$ cat src/rtl/vid_level_pkg.sv
package vid_level_pkg;

    typedef enum logic [2:0] {
        LV_SYNC_TIP,
        LV_BLANK,
        LV_PIX_NOSYNC,
        LV_PIX,
        LV_WHITE_NOSYNC,
        LV_WHITE
    } lvl_state_e;

    typedef struct packed {
        logic video_on;
        logic white_on;
        logic sync_on;
    } lvl_flags_t;

endpackage

$ cat src/rtl/vid_ctrl_fsm.sv
module vid_ctrl_fsm
    import vid_level_pkg::*;
(
    input  logic       clk,
    input  logic       rst,
    input  logic       blank_n,
    input  logic       sync_n,
    input  logic       ref_white,
    output lvl_flags_t flags
);

    lvl_state_e state_q;
    lvl_state_e state_d;

    // next level state from the controls presented this cycle
    always_comb begin
        unique case ({blank_n, ref_white, sync_n})
            3'b000:  state_d = LV_SYNC_TIP;
            3'b010:  state_d = LV_SYNC_TIP;
            3'b001:  state_d = LV_BLANK;
            3'b011:  state_d = LV_BLANK;
            3'b100:  state_d = LV_PIX_NOSYNC;
            3'b101:  state_d = LV_PIX;
            3'b110:  state_d = LV_WHITE_NOSYNC;
            3'b111:  state_d = LV_WHITE;
            default: state_d = LV_SYNC_TIP;
        endcase
    end

    always_ff @(posedge clk) begin
        if (rst) begin
            state_q <= LV_SYNC_TIP;
        end else begin
            state_q <= state_d;
        end
    end

    always_comb begin
        unique case (state_q)
            LV_SYNC_TIP:     flags = '{video_on: 1'b0, white_on: 1'b0, sync_on: 1'b0};
            LV_BLANK:        flags = '{video_on: 1'b0, white_on: 1'b0, sync_on: 1'b1};
            LV_PIX_NOSYNC:   flags = '{video_on: 1'b1, white_on: 1'b0, sync_on: 1'b0};
            LV_PIX:          flags = '{video_on: 1'b1, white_on: 1'b0, sync_on: 1'b1};
            LV_WHITE_NOSYNC: flags = '{video_on: 1'b1, white_on: 1'b1, sync_on: 1'b0};
            LV_WHITE:        flags = '{video_on: 1'b1, white_on: 1'b1, sync_on: 1'b1};
            default:         flags = '{video_on: 1'b0, white_on: 1'b0, sync_on: 1'b0};
        endcase
    end

endmodule

$ cat src/rtl/vid_chan_enc.sv
module vid_chan_enc
    import vid_level_pkg::*;
#(
    parameter int DATA_W      = 8,
    parameter int CODE_W      = 10,
    parameter int PEDESTAL    = 21,
    parameter int SYNC_OFFSET = 0
) (
    input  logic              clk,
    input  logic              rst,
    input  logic [DATA_W-1:0] pix_in,
    input  lvl_flags_t        flags,
    output logic [CODE_W-1:0] code
);

    localparam logic [CODE_W-1:0] FULL_C = CODE_W'((1 << DATA_W) - 1);
    localparam logic [CODE_W-1:0] PED_C  = CODE_W'(PEDESTAL);
    localparam logic [CODE_W-1:0] SYNC_C = CODE_W'(SYNC_OFFSET);

    logic [DATA_W-1:0] pix_q;
    logic [CODE_W-1:0] pix_term;
    logic [CODE_W-1:0] video_term;
    logic [CODE_W-1:0] sync_term;

    always_ff @(posedge clk) begin
        if (rst) begin
            pix_q <= '0;
        end else begin
            pix_q <= pix_in;
        end
    end

    always_comb begin
        pix_term   = flags.white_on ? FULL_C : CODE_W'(pix_q);
        video_term = flags.video_on ? (pix_term + PED_C) : '0;
        sync_term  = flags.sync_on ? SYNC_C : '0;
        code       = video_term + sync_term;
    end

endmodule

$ cat src/rtl/vid_level_enc.sv
module vid_level_enc
    import vid_level_pkg::*;
#(
    parameter int DATA_W        = 8,
    parameter int CODE_W        = 10,
    parameter int PEDESTAL      = 21,
    parameter int SYNC_OFFSET   = 110,
    parameter int SYNC_ON_GREEN = 1
) (
    input  logic              clk,
    input  logic              rst,
    input  logic [DATA_W-1:0] pix_red,
    input  logic [DATA_W-1:0] pix_grn,
    input  logic [DATA_W-1:0] pix_blu,
    input  logic              blank_n,
    input  logic              sync_n,
    input  logic              ref_white,
    output logic [CODE_W-1:0] lvl_red,
    output logic [CODE_W-1:0] lvl_grn,
    output logic [CODE_W-1:0] lvl_blu
);

    localparam int NUM_CH = 3;
    localparam int GRN_CH = 1;

    lvl_flags_t        flags;
    logic [DATA_W-1:0] pix_arr  [NUM_CH];
    logic [CODE_W-1:0] code_arr [NUM_CH];

    assign pix_arr[0] = pix_red;
    assign pix_arr[1] = pix_grn;
    assign pix_arr[2] = pix_blu;

    vid_ctrl_fsm u_ctrl (
        .clk       (clk),
        .rst       (rst),
        .blank_n   (blank_n),
        .sync_n    (sync_n),
        .ref_white (ref_white),
        .flags     (flags)
    );

    for (genvar ch = 0; ch < NUM_CH; ch++) begin : g_chan
        localparam int CH_SYNC = (ch == GRN_CH && SYNC_ON_GREEN != 0) ? SYNC_OFFSET : 0;
        vid_chan_enc #(
            .DATA_W      (DATA_W),
            .CODE_W      (CODE_W),
            .PEDESTAL    (PEDESTAL),
            .SYNC_OFFSET (CH_SYNC)
        ) u_enc (
            .clk    (clk),
            .rst    (rst),
            .pix_in (pix_arr[ch]),
            .flags  (flags),
            .code   (code_arr[ch])
        );
    end

    assign lvl_red = code_arr[0];
    assign lvl_grn = code_arr[1];
    assign lvl_blu = code_arr[2];

endmodule

$ cat config.mk
export PLATFORM = sky130hd
export DESIGN_NAME = vid_level_enc
export DESIGN_NICKNAME = d
export VERILOG_FILES = /design/src/rtl/vid_level_pkg.sv /design/src/rtl/vid_ctrl_fsm.sv /design/src/rtl/vid_chan_enc.sv /design/src/rtl/vid_level_enc.sv
export SDC_FILE = /design/constraint.sdc
export NUM_CORES = 1
export LEC_CHECK = 0
export ABC_AREA = 1
export BUFFER_PORTS_ARGS = -buffer_cell sky130_fd_sc_hd__buf_2
export CORE_ASPECT_RATIO = 0.6
export CORE_MARGIN = 2
export CORE_UTILIZATION = 40
export DETAILED_ROUTE_END_ITERATION = 16
export PLACE_DENSITY = 0.64
export SLEW_MARGIN = 30
export SYNTH_ARGS = -nofsm -noshare
export SYNTH_HDL_FRONTEND = slang
export SYNTH_SLANG_ARGS = --single-unit
export TNS_END_PERCENT = 50
$ cat constraint.sdc
create_clock -name clk -period 3.35 [get_ports clk]
set_input_delay 0 -clock clk [delete_from_list [all_inputs] [get_ports clk]]
set_output_delay 0 -clock clk [all_outputs]
set_load 0.005 [all_outputs]
==> results by stage, run 1 <==
Pwr:
- The part of the total power dissipated in combinational logic is 0.262.
- The highest ir drop seen on vdd is roughly 0.18 mV.
- The part of the power in the clock network is 0.259.
- The internal power of the cells is about 0.5 mW.
- The total power density per cell area is 315 mW/mm².
- The total power after layout is 0.723 mW.
- The switching fraction of total power is 0.295.
- The switching component of the power is 0.213 mW.
- The sequential fraction of design power is 0.479.
- The static leakage power is 1.32 nW.

Synthesis:
- The post-synthesis async set-or-reset flop share is 0.
- The dominant register cell in the synthesized netlist is dfxtp_1.
- The cell area that synthesis handed to floorplanning was 0.00165 mm².
- The biggest area consumer among synthesized cells is dfxtp_1.
- The top cell type's share of synthesized area is 0.328.
- For this run, the register share of the synthesized area comes to 0.328.
- The commonest cells after synthesis are 49 x inv_1, 48 x nor2_1, 37 x nand2_1.
- The number of cells produced by synthesis is between 200 and 300.
- During synthesis, Yosys emitted a total of 0 warnings.
- A synthesized cell averages between 6 and 7 µm².
- By area the synthesized netlist is led by dfxtp_1 33%, inv_1 11%, nor2_1 11%.
- Counting flops with a built-in enable in the synthesized netlist gives 0.
- The most common cell in the synthesized netlist is inv_1.
- The flip-flop and latch count after synthesis is 27.
- After synthesis, the netlist uses 32 different library cells.

Timing:
- The final number of max-transition violations is 0.
- Derived from the worst setup path, the maximum achievable clock frequency is 337 MHz.
- The final critical delay including setup and external delays is 2960 ps.
- The final setup violation count is 0.
- The number of hold violations in the final report is 0.
- The final-layout setup total negative slack is 0 ps.
- Once routing completed, OpenROAD measured the worst setup slack at 386 ps.
- The hold slack is 153 ps.
- Dividing the final minimum period by the clock period gives 0.885.
- Setup repair after global routing left no endpoint under its margin.

Placed design:
- The number of buffers inserted by port buffering is 56.
- The cell count after placement is 355.
- At the placement stage, the worst setup path has a slack of 699 ps.
- Routability-driven placement finished with a final weighted congestion of between 0.8 and 0.9.
- The final HPWL from detailed placement is 2940 µm.
- Summing all placed instances gives a cell area of 0.00197 mm².

Global route:
- The wire length of the first global-routing pass is 6970 µm.
- The global-route usage over all layers is 0.189.
- The met2 global-route usage is 0.326.
- The layer with the highest usage after global routing is met2.
- Entering global routing, the biggest net connects 28 pins.
- The number of antenna violations at the first check in global routing is 0.
- The final global-route overflow total is 0.
- The number of global-route vias before repair is around 1,700.
- The met1 track demand over resource is 0.253.
- The global-route track usage on met3 is 0.0429.

Worst setup path:
- At the worst endpoint, the arrival time is 2960 ps.
- The maximum fanout along the worst path is 18.
- At the worst endpoint, the required time is 3350 ps.
- The category of the critical setup timing path is reg2out.
- The critical path endpoint category is an output pin.
- The worst setup path is launched from a flip-flop.

Hold path:
- The kind of path behind the tightest hold check is in2reg.

Floorplanning:
- The initial utilization of the core area, before any placement, comes to 0.409.
- The floorplan step set the die width to 86.9 µm.
- In this run the core area contains 18 standard-cell rows.
- The count of pins on the block boundary is 59.
- The floorplan step set the die height to about 54 µm.
- The die covers 0.00467 mm².
- The region available for standard cell placement spans between 0.004 and 0.005 mm².

Layout:
- The design area is 0.00229 mm².
- Measured on the finished design, the core utilization comes to 0.569.
- After the last flow step, the layout net total stands at 376.
- The number of inserted filler cells in the final layout is just under 400.
- Of the cells placed in the final design, the portion with a size suffix greater than 1 is 0.234.
- The number of antenna diodes in the final layout is 0.
- The final cell count without fillers is about 390.
- The area growth from synthesis to layout is 39.0%.

Detailed routing:
- In this run, the number of DRC markers left after iteration 0 of detailed routing was 50.
- The final routed wire length divided by cell count is roughly 11 µm.
- In the routed layout, each cell is associated on average with a via count of 4.45.
- The antenna violation net count after detailed routing is 0.
- Summed over all layers, the routed wires come to between 4000 and 5000 µm.
- The iteration count of the initial detailed-routing pass is 4.
- Summing over every cut layer, the via total after detailed routing is ~1,700.
- In the routed design, unresolved DRC markers number 0.

Clock tree:
- The number of buffers inserted during clock tree synthesis is 3.
- The post-cts repair resize count is 0.
- The number of buffers between clock root and the deepest sink is 2.
- The clock sink count is 27.
- CTS built an H-tree with a depth of 1.
- The clock transition at the registers of the reported paths is 100 ps.
- The post-cts hold buffer count is 28.
- The tree is rooted in a clkbuf_8.
- The clock tree from TritonCTS is built.
- Once the clock tree was built, the setup fixing pass inserted 0 buffers.

Run status:
- The flow ran to the end, and the final reports show no timing, DRC or antenna violations.

Job:
- The total of max-cap violations is 0.
-- final timing paths --
| path | startpoint | to | slack [ps] | depth (start not counted) |
|---|---|---|---|---|
| setup / recovery | u_ctrl.state_q[2]$_SDFF_PP0_ | lvl_grn[7] | 390 | 17 |
| hold / removal | rst | g_chan[1].u_enc.pix_q[5]$_SDFF_PP0_ | 150 | 2 |
-- cells by family (layout without fill, tap and decap cells) --
group | Yosys count | after routing | synth area share
simple gates | 116 | 116 | 0.306
flops | 27 | 27 | 0.328
other cells | 1 | 2 | 0.00227
xor+xnor | 5 | 5 | 0.0311
compound gates | 33 | 33 | 0.111
buf+inv | 63 | 145 | 0.149
fa+ha+maj | 9 | 9 | 0.0728
-- flip-flops by register name, indices dropped and copies added, names as in the netlist --
name                count
g_chan.u_enc.pix_q     24
u_ctrl.state_q          3
-- critical path, stage by stage (launching register included) --
cell	delay, ps
dfxtp_1	420
inv_2	70
nor2_4	320
or2_2	190
ha_1	150
inv_1	40
nand3_1	110
nand2_1	80
nand2_1	100
nand2_1	60
a221oi_1	250
ha_1	330
a21oi_1	180
nand2_1	110
inv_1	80
nand2_1	50
nand2_1	50
buf_2	100
-- layout by cell type, fill, tap and decap left out, types with 2 or more instances in the layout --
master and n:
buf_2 56, conb_1 2, or2_1 2, inv_2 7, a21oi_1 16, dfxtp_1 27, nand3_1 9, xor2_1 4
nor3_1 5, nor2_1 48, o21ai_1 5, nand4_1 2, o21ai_0 6, o21a_1 2, dlygate4sd3_1 28, or2_2 5
ha_1 8, a21oi_2 2, nand2_1 37, inv_1 49, clkbuf_8 3, nor3b_1 2
-- power by group through the flow --
stage / clock [mW] / combinational (mW) / sequential, mW
after floorplan: 0 / 0.110 / 0.351
after global placement: 0 / 0.162 / 0.354
after detailed placement: 0 / 0.165 / 0.354
after CTS: 0.192 / 0.190 / 0.346
after global routing: 0.209 / 0.218 / 0.348
final: 0.187 / 0.189 / 0.346
-- routing by layer --
layer	vias up	wire, µm
met3	0	250
met1	733	2160
met2	53	1690
met4	0	0
met5	-	0
li1	935	-
-- cell type report --
| cell class | instances | area (µm²) | share of cell area |
|---|---|---|---|
| Timing Repair Buffer | 85 | 568 | 0.248 |
| Clock buffer | 3 | 41.3 | 0.0180 |
| Inverter | 56 | 210 | 0.0916 |
| Clock inverter | 1 | 5.00 | 0.00218 |
| Sequential cell | 27 | 541 | 0.236 |
| Multi-Input combinational cell | 165 | 867 | 0.378 |
| Tap cell | 50 | 62.6 | 0.0273 |
Note: power is estimated with default switching activity, not from simulation.
==> run 2, diff against run 1 <==
==> constraint.sdc (replaced) <==
create_clock -name clk -period 3.35 [get_ports clk]
set_input_delay 0 -clock clk [delete_from_list [all_inputs] [get_ports clk]]
set_output_delay 0 -clock clk [all_outputs]
set_load 0.1 [all_outputs]
==> results by stage, run 2 (synthesis results as in run 1) <==
Pwr:
- The switching fraction of total power is 0.424 (was 0.295).
- The highest ir drop seen on vdd came to 0.174 mV (was 0.179 mV).
- The sequential fraction of design power is 0.389 (was 0.479).
- The static leakage power is 1.32 nW (about the same).
- The total power density per cell area is 384 mW/mm² (was 315 mW/mm²).
- The part of the power in the clock network came to 0.212 (was 0.259).
- The part of the total power dissipated in combinational logic is 0.398 (was 0.262).
- The switching component of the power is 0.378 mW (was 0.213 mW).
- The internal power of the cells is 0.513 mW (was 0.510 mW).

Clock tree:
- The number of buffers inserted during clock tree synthesis is 3 (unchanged).
- The clock transition at the registers of the reported paths is 90 ps (was 100 ps).
- The CTS root buffer is clkbuf_8 (unchanged).
- The clock tree from TritonCTS was built (unchanged).
- The clock sink count was 27 (unchanged).
- The number of buffers between clock root and the deepest sink came to 2 (unchanged).
- The number of H-tree levels came to 1 (unchanged).

Layout:
- The area growth from synthesis to layout was 40.3% (was 39.0%).
- The fraction of layout instances using a drive strength above 1 came to 0.240 (was 0.234).
- The utilization after layout is 0.574 (was 0.569).
- The register with the highest flop count is g_chan.u_enc.pix_q (unchanged).
- The flip-flop count of the largest register, all copies and words added is 24 (unchanged).
- The number of inserted filler cells in the final layout is 375 (was 396).
- The net count of the finished layout is 376 (unchanged).
- The antenna cell count is 0 (unchanged).
- Largest registers ranked by flip-flop count: g_chan.u_enc.pix_q x24, u_ctrl.state_q x3 (unchanged).
- The final cell count without fillers came to 387 (unchanged).
- The design area is 0.00232 mm² (was 0.00229 mm²).
- Commonest cells after routing, fill and taps aside: 54 x buf_2, 49 x inv_1, 48 x nor2_1 (was 56 x buf_2, 49 x inv_1, 48 x nor2_1).
- The leading cell type in the layout, fill and taps excluded is buf_2 (unchanged).
- The area used by multi-input combinational logic was 881 µm² (was 867 µm²).
- The sequential standard cell area was 541 µm² (unchanged).

Detailed routing:
- The post-detailed-route via-to-cell ratio is 4.34 (was 4.45).
- The iteration count of the initial detailed-routing pass is 4 (unchanged).
- The DRC marker count from the first detailed-route iteration was 57 (was 50).
- The detailed-route via count is 1,678 (was 1,721).
- The antenna violation net count after detailed routing is 0 (unchanged).
- The final routed wire length divided by cell count came to 10.7 µm (was 10.6 µm).
- The count of unresolved DRC violations after routing was 0 (unchanged).
- The final wirelength came to 4120 µm (was 4100 µm).

Floorplanning:
- The die height was 53.8 µm (unchanged).
- The core region area was 0.00403 mm² (unchanged).
- The count of pins on the block boundary is 59 (unchanged).
- The die footprint is 0.00467 mm² (unchanged).
- The standard-cell row count is 18 (unchanged).
- The horizontal extent of the die is 86.9 µm (unchanged).
- The initial standard-cell utilization of the core is 0.409 (unchanged).

Global route:
- The number of antenna violations at the first check in global routing came to 0 (unchanged).
- The pin count of the biggest net entering global routing came to 28 (unchanged).
- The final global-route overflow total was 0 (unchanged).
- The global-route usage over all layers is 0.185 (was 0.189).
- The number of global-route vias before repair is 1,511 (was 1,681).
- The wire length of the first global-routing pass is 6640 µm (was 6970 µm).

Worst setup path:
- The category of the critical setup timing path was reg2out (unchanged).
- The critical path endpoint category was an output pin (unchanged).
- The cell with the most instances on the worst path is nand2_1 (unchanged).
- Cell-by-cell trace of the critical path: inv_2 -> nand2_2 -> nand2_1 -> inv_2 -> nor2_1 -> ha_1 -> fa_1 -> nand2_1 -> nand2_1 -> nand2_1 -> xor2_1 -> buf_2 (was inv_2 -> nor2_4 -> or2_2 -> ha_1 -> inv_1 -> nand3_1 -> nand2_1 -> nand2_1 -> nand2_1 -> a221oi_1 -> ha_1 -> a21oi_1 -> nand2_1 -> inv_1 -> nand2_1 -> nand2_1 -> buf_2).
- The delay contributed by the slowest stage of the critical path was 450 ps (was 420 ps).
- The required time reported for the critical path endpoint is 3350 ps (about the same).
- The maximum fanout along the worst path is 18 (unchanged).
- The type of origin of the critical path is a flip-flop (unchanged).
- The critical path's slowest cell is dfxtp_1 (unchanged).
- The arrival time reported for the critical path endpoint is 3040 ps (was 2960 ps).

Timing:
- In this run the tightest slew margin relative to its limit is 0.602.
- For the pin with the worst max-slew slack, the measured transition is 596 ps.
- The final critical delay including setup and external delays was 3040 ps (was 2960 ps).
- The number of hold violations in the final report is 0 (unchanged).
- RSZ-0062 raised after global routing: false (unchanged).
- The peak clock frequency supported by timing is 329 MHz (was 337 MHz).
- The final setup violation count is 0 (unchanged).
- The final-layout setup total negative slack is 0 ps (unchanged).
- The final number of max-transition violations is 0 (unchanged).
- The final period utilization is 0.908 (was 0.885).

Hold path:
- The kind of path behind the tightest hold check is in2reg (unchanged).

Placed design:
- The cell count after placement is 355 (unchanged).
- The number of buffers inserted by port buffering is 56 (unchanged).
- The final HPWL from detailed placement is 2960 µm (was 2940 µm).
- The placed standard-cell area is 0.00198 mm² (was 0.00197 mm²).
- The weighted congestion reported at the end of routability-driven placement is 0.779 (was 0.841).

Run status:
- Result of the run: complete, no violations (unchanged).

Job:
- The total of max-cap violations is 0 (unchanged).
## run 2: final cells by class
type	count	area share
inverter	56	0.0908
tap	50	0.0270
clock buffer	3	0.0178
clock inverter	1	0.00324
sequential	27	0.233
timing repair buffer	85	0.247
multi-input combinational	165	0.380
## run 2: stage by stage
step                      hold slack [ps]  worst slack, ps  power, mW
after detailed placement              186              512      0.683
final                                 153              307      0.890
after floorplan                      77.6             -143      0.629
after global placement                185              566      0.682
after global routing                  185             27.6      0.939
after CTS                             154              189      0.900
## run 2: path summary, 6_finish.rpt
kind | startpoint | endpoint | slack, ps | cells after the start
hold / removal | rst | g_chan[0].u_enc.pix_q[0]$_SDFF_PP0_ | 150 | 2
setup / recovery | u_ctrl.state_q[1]$_SDFF_PP0_ | lvl_grn[5] | 310 | 12
## run 2: worst max-delay path: cells and delay by family, from the launching register on
| family | cells | cell delay, ps |
|---|---|---|
| xor+xnor | 1 | 140 |
| buf+inv | 3 | 850 |
| simple gates | 6 | 710 |
| fa+ha+maj | 2 | 620 |
| flops | 1 | 450 |
## run 2: power by group through the flow
stage	clock, mW	sequential (mW)	combinational [mW]
final	0.189	0.347	0.355
after global routing	0.207	0.348	0.384
after CTS	0.199	0.347	0.354
after detailed placement	0	0.354	0.329
after global placement	0	0.354	0.328
after floorplan	0	0.351	0.278
## run 2: what timing repair did
item                                    CTS  global route
endpoints found under the setup margin    0             2
gates resized for setup                   0             2
hold buffers                             28             0
setup buffers                             0             0
hold endpoints to repair                 27             0
## run 2: layer usage
| metal | GRT usage | up-vias | share of wire |
|---|---|---|---|
| met4 | 0.0234 | 0 | 0 |
| met2 | 0.298 | 50 | 0.40 |
| met5 | 0 | - | 0 |
| met3 | 0.0491 | 0 | 0.060 |
| li1 | - | 936 | - |
| met1 | 0.256 | 692 | 0.54 |
==> run 3, diff against run 2 <==
--- a/config.mk
+++ b/config.mk
@@ -6,12 +6,14 @@
 export NUM_CORES = 1
 export LEC_CHECK = 0
 export ABC_AREA = 1
-export BUFFER_PORTS_ARGS = -buffer_cell sky130_fd_sc_hd__buf_2
+export BUFFER_PORTS_ARGS = -buffer_cell sky130_fd_sc_hd__buf_4
+export CELL_PAD_IN_SITES_DETAIL_PLACEMENT = 0
+export CELL_PAD_IN_SITES_GLOBAL_PLACEMENT = 2
 export CORE_ASPECT_RATIO = 0.6
 export CORE_MARGIN = 2
-export CORE_UTILIZATION = 40
+export CORE_UTILIZATION = 25
 export DETAILED_ROUTE_END_ITERATION = 16
-export PLACE_DENSITY = 0.64
+export PLACE_DENSITY = 0.76
 export SLEW_MARGIN = 30
 export SYNTH_ARGS = -nofsm -noshare
 export SYNTH_HDL_FRONTEND = slang
==> results by stage, run 3 (synthesis results as in run 1) <==
Worst setup path:
- The critical path endpoint category is an output pin (unchanged).
- The arrival time reported for the critical path endpoint came to 3040 ps (about the same).
- The required time reported for the critical path endpoint is 3350 ps (about the same).
- The type of origin of the critical path is a flip-flop (unchanged).
- The category of the critical setup timing path is reg2out (unchanged).
- The maximum fanout along the worst path is 4 (was 18).

Run status:
- Result of the run: complete, no violations (unchanged).

Timing:
- The final-layout setup total negative slack is 0 ps (unchanged).
- The final number of max-transition violations was 0 (unchanged).
- The final setup violation count came to 0 (unchanged).
- The final critical delay including setup and external delays is 3040 ps (about the same).
- The number of hold violations in the final report was 0 (unchanged).
- The final period utilization is 0.907 (was 0.908).
- The peak clock frequency supported by timing is 329 MHz (about the same).
- RSZ-0062 raised after global routing: false (unchanged).

Detailed routing:
- The count of unresolved DRC violations after routing is 0 (unchanged).
- The antenna violation net count after detailed routing is 0 (unchanged).
- The iteration count of the initial detailed-routing pass came to 4 (unchanged).
- The final wirelength is 4570 µm (was 4120 µm).
- The DRC marker count from the first detailed-route iteration is 62 (was 57).
- The detailed-route via count is 1,708 (was 1,678).
- The post-detailed-route via-to-cell ratio came to 4.04 (was 4.34).
- The final routed wire length divided by cell count came to 10.8 µm (was 10.7 µm).

Job:
- The total of max-cap violations is 0 (unchanged).

Global route:
- The final global-route overflow total is 0 (unchanged).
- The pin count of the biggest net entering global routing was 28 (unchanged).
- The number of global-route vias before repair is 1,671 (was 1,511).
- The wire length of the first global-routing pass is 7710 µm (was 6640 µm).
- The global-route usage over all layers is 0.136 (was 0.185).
- The number of antenna violations at the first check in global routing is 0 (unchanged).

Clock tree:
- The total setup buffers inserted after CTS is 0 (unchanged).
- The clock sink count is 27 (unchanged).
- The CTS root buffer is clkbuf_8 (unchanged).
- The post-cts hold buffer count came to 28 (unchanged).
- The clock tree from TritonCTS was built (unchanged).
- The clock transition at the registers of the reported paths is 90 ps (about the same).
- The post-cts repair resize count is 0 (unchanged).
- The number of buffers between clock root and the deepest sink is 2 (unchanged).
- The number of buffers inserted during clock tree synthesis is 3 (unchanged).
- The number of H-tree levels is 1 (unchanged).

Layout:
- Largest registers ranked by flip-flop count: g_chan.u_enc.pix_q x24, u_ctrl.state_q x3 (unchanged).
- The leading cell type in the layout, fill and taps excluded is buf_4 (was buf_2).
- The area growth from synthesis to layout is 51.8% (was 40.3%).
- The number of inserted filler cells in the final layout is 670 (was 375).
- Commonest cells after routing, fill and taps aside: 59 x buf_4, 49 x inv_1, 48 x nor2_1 (was 54 x buf_2, 49 x inv_1, 48 x nor2_1).
- The fraction of layout instances using a drive strength above 1 is 0.242 (was 0.240).
- The net count of the finished layout is 378 (was 376).
- The flip-flop count of the largest register, all copies and words added is 24 (unchanged).
- The utilization after layout came to 0.401 (was 0.574).
- The antenna cell count is 0 (unchanged).
- The register with the highest flop count is g_chan.u_enc.pix_q (unchanged).

Placed design:
- The number of buffers inserted by port buffering is 56 (unchanged).
- The final HPWL from detailed placement is 3390 µm (was 2960 µm).
- The weighted congestion reported at the end of routability-driven placement came to 0.718 (was 0.779).

Floorplanning:
- The die height is 66.9 µm (was 53.8 µm).
- The die footprint came to 0.00729 mm² (was 0.00467 mm²).
- The count of pins on the block boundary is 59 (unchanged).
- The standard-cell row count came to 22 (was 18).
- The core region area came to 0.00625 mm² (was 0.00403 mm²).
- The initial standard-cell utilization of the core is 0.264 (was 0.409).
- The horizontal extent of the die is 109 µm (was 86.9 µm).

Hold path:
- The startpoint of the most critical hold path is rst (unchanged).
- The number of instances on the worst hold path is 2 (unchanged).
- The kind of path behind the tightest hold check is in2reg (unchanged).
- The sink of the worst hold path is g_chan[0].u_enc.pix_q[6]$_SDFF_PP0_ (was g_chan[0].u_enc.pix_q[0]$_SDFF_PP0_).

Pwr:
- The total power density per cell area is 365 mW/mm² (was 384 mW/mm²).
- The highest ir drop seen on vdd is 0.148 mV (was 0.174 mV).
- The static leakage power is 1.35 nW (was 1.32 nW).
run 3: cell types whose count changed in the layout (fill, tap and decap cells not counted), sizes merged:
cell	previous run	this run
buf	55	59
clkinvlp	1	0
clkbuf	5	4
run 3: worst max-delay path by stage:
stage	from	to	slack, ps	cells after the start
floorplan	u_ctrl.state_q[1]$_SDFF_PP0_	lvl_blu[6]	-140	9
global placement	u_ctrl.state_q[1]$_SDFF_PP0_	lvl_grn[7]	690	15
detailed placement	u_ctrl.state_q[1]$_SDFF_PP0_	lvl_grn[7]	610	15
CTS	u_ctrl.state_q[1]$_SDFF_PP0_	lvl_grn[7]	290	15
global route	u_ctrl.state_q[2]$_SDFF_PP0_	lvl_grn[8]	90	16
finish	u_ctrl.state_q[1]$_SDFF_PP0_	lvl_grn[7]	310	15
run 3: final cells by class:
type	count	area, µm²	share of cell area
clock buffer	4	45.0	0.0180
inverter	56	210	0.0839
multi-input combinational	165	881	0.352
sequential	27	541	0.216
tap	84	105	0.0420
timing repair buffer	87	723	0.289
run 3: critical path, stage by stage (launching register included):
cell      delay [ps]
dfxtp_1          430
nor2_4            60
or2_2            270
ha_1             200
inv_1             60
nand3_1          110
nand2_1          130
nand2_1          100
a221oi_1         300
ha_1             350
a21oi_1          190
nand2_1          100
inv_1             80
nand2_1           50
nand2_1           60
buf_4            280
run 3: through the flow:
step | power [mW] | instance area, µm² | cells | setup slack, ps | hold slack, ps
5_1_grt | 0.969 | 2500 | 423 | 90.3 | 99.8
2_1_floorplan | 0.629 | 1670 | 255 | -143 | 77.6
6_report | 0.914 | 2500 | 423 | 312 | 92.1
4_1_cts | 0.932 | 2500 | 423 | 293 | 90.1
3_3_place_gp | 0.713 | 2180 | 391 | 688 | 177
3_5_place_dp | 0.713 | 2180 | 391 | 610 | 173
run 3: report_power, final:
| part | total (mW) | switching [mW] | internal [mW] |
|---|---|---|---|
| sequential | 0.346 | 0.00794 | 0.338 |
| combinational | 0.383 | 0.270 | 0.113 |
| clock | 0.185 | 0.0998 | 0.0852 |
run 3: per-layer routing:
layer / vias up / global-route usage / part of all wire
met5: - / 0 / 0
met3: 2 / 0.0323 / 0.066
met4: 0 / 0.00962 / 0.00088
li1: 941 / - / -
met2: 49 / 0.202 / 0.38
met1: 716 / 0.203 / 0.55
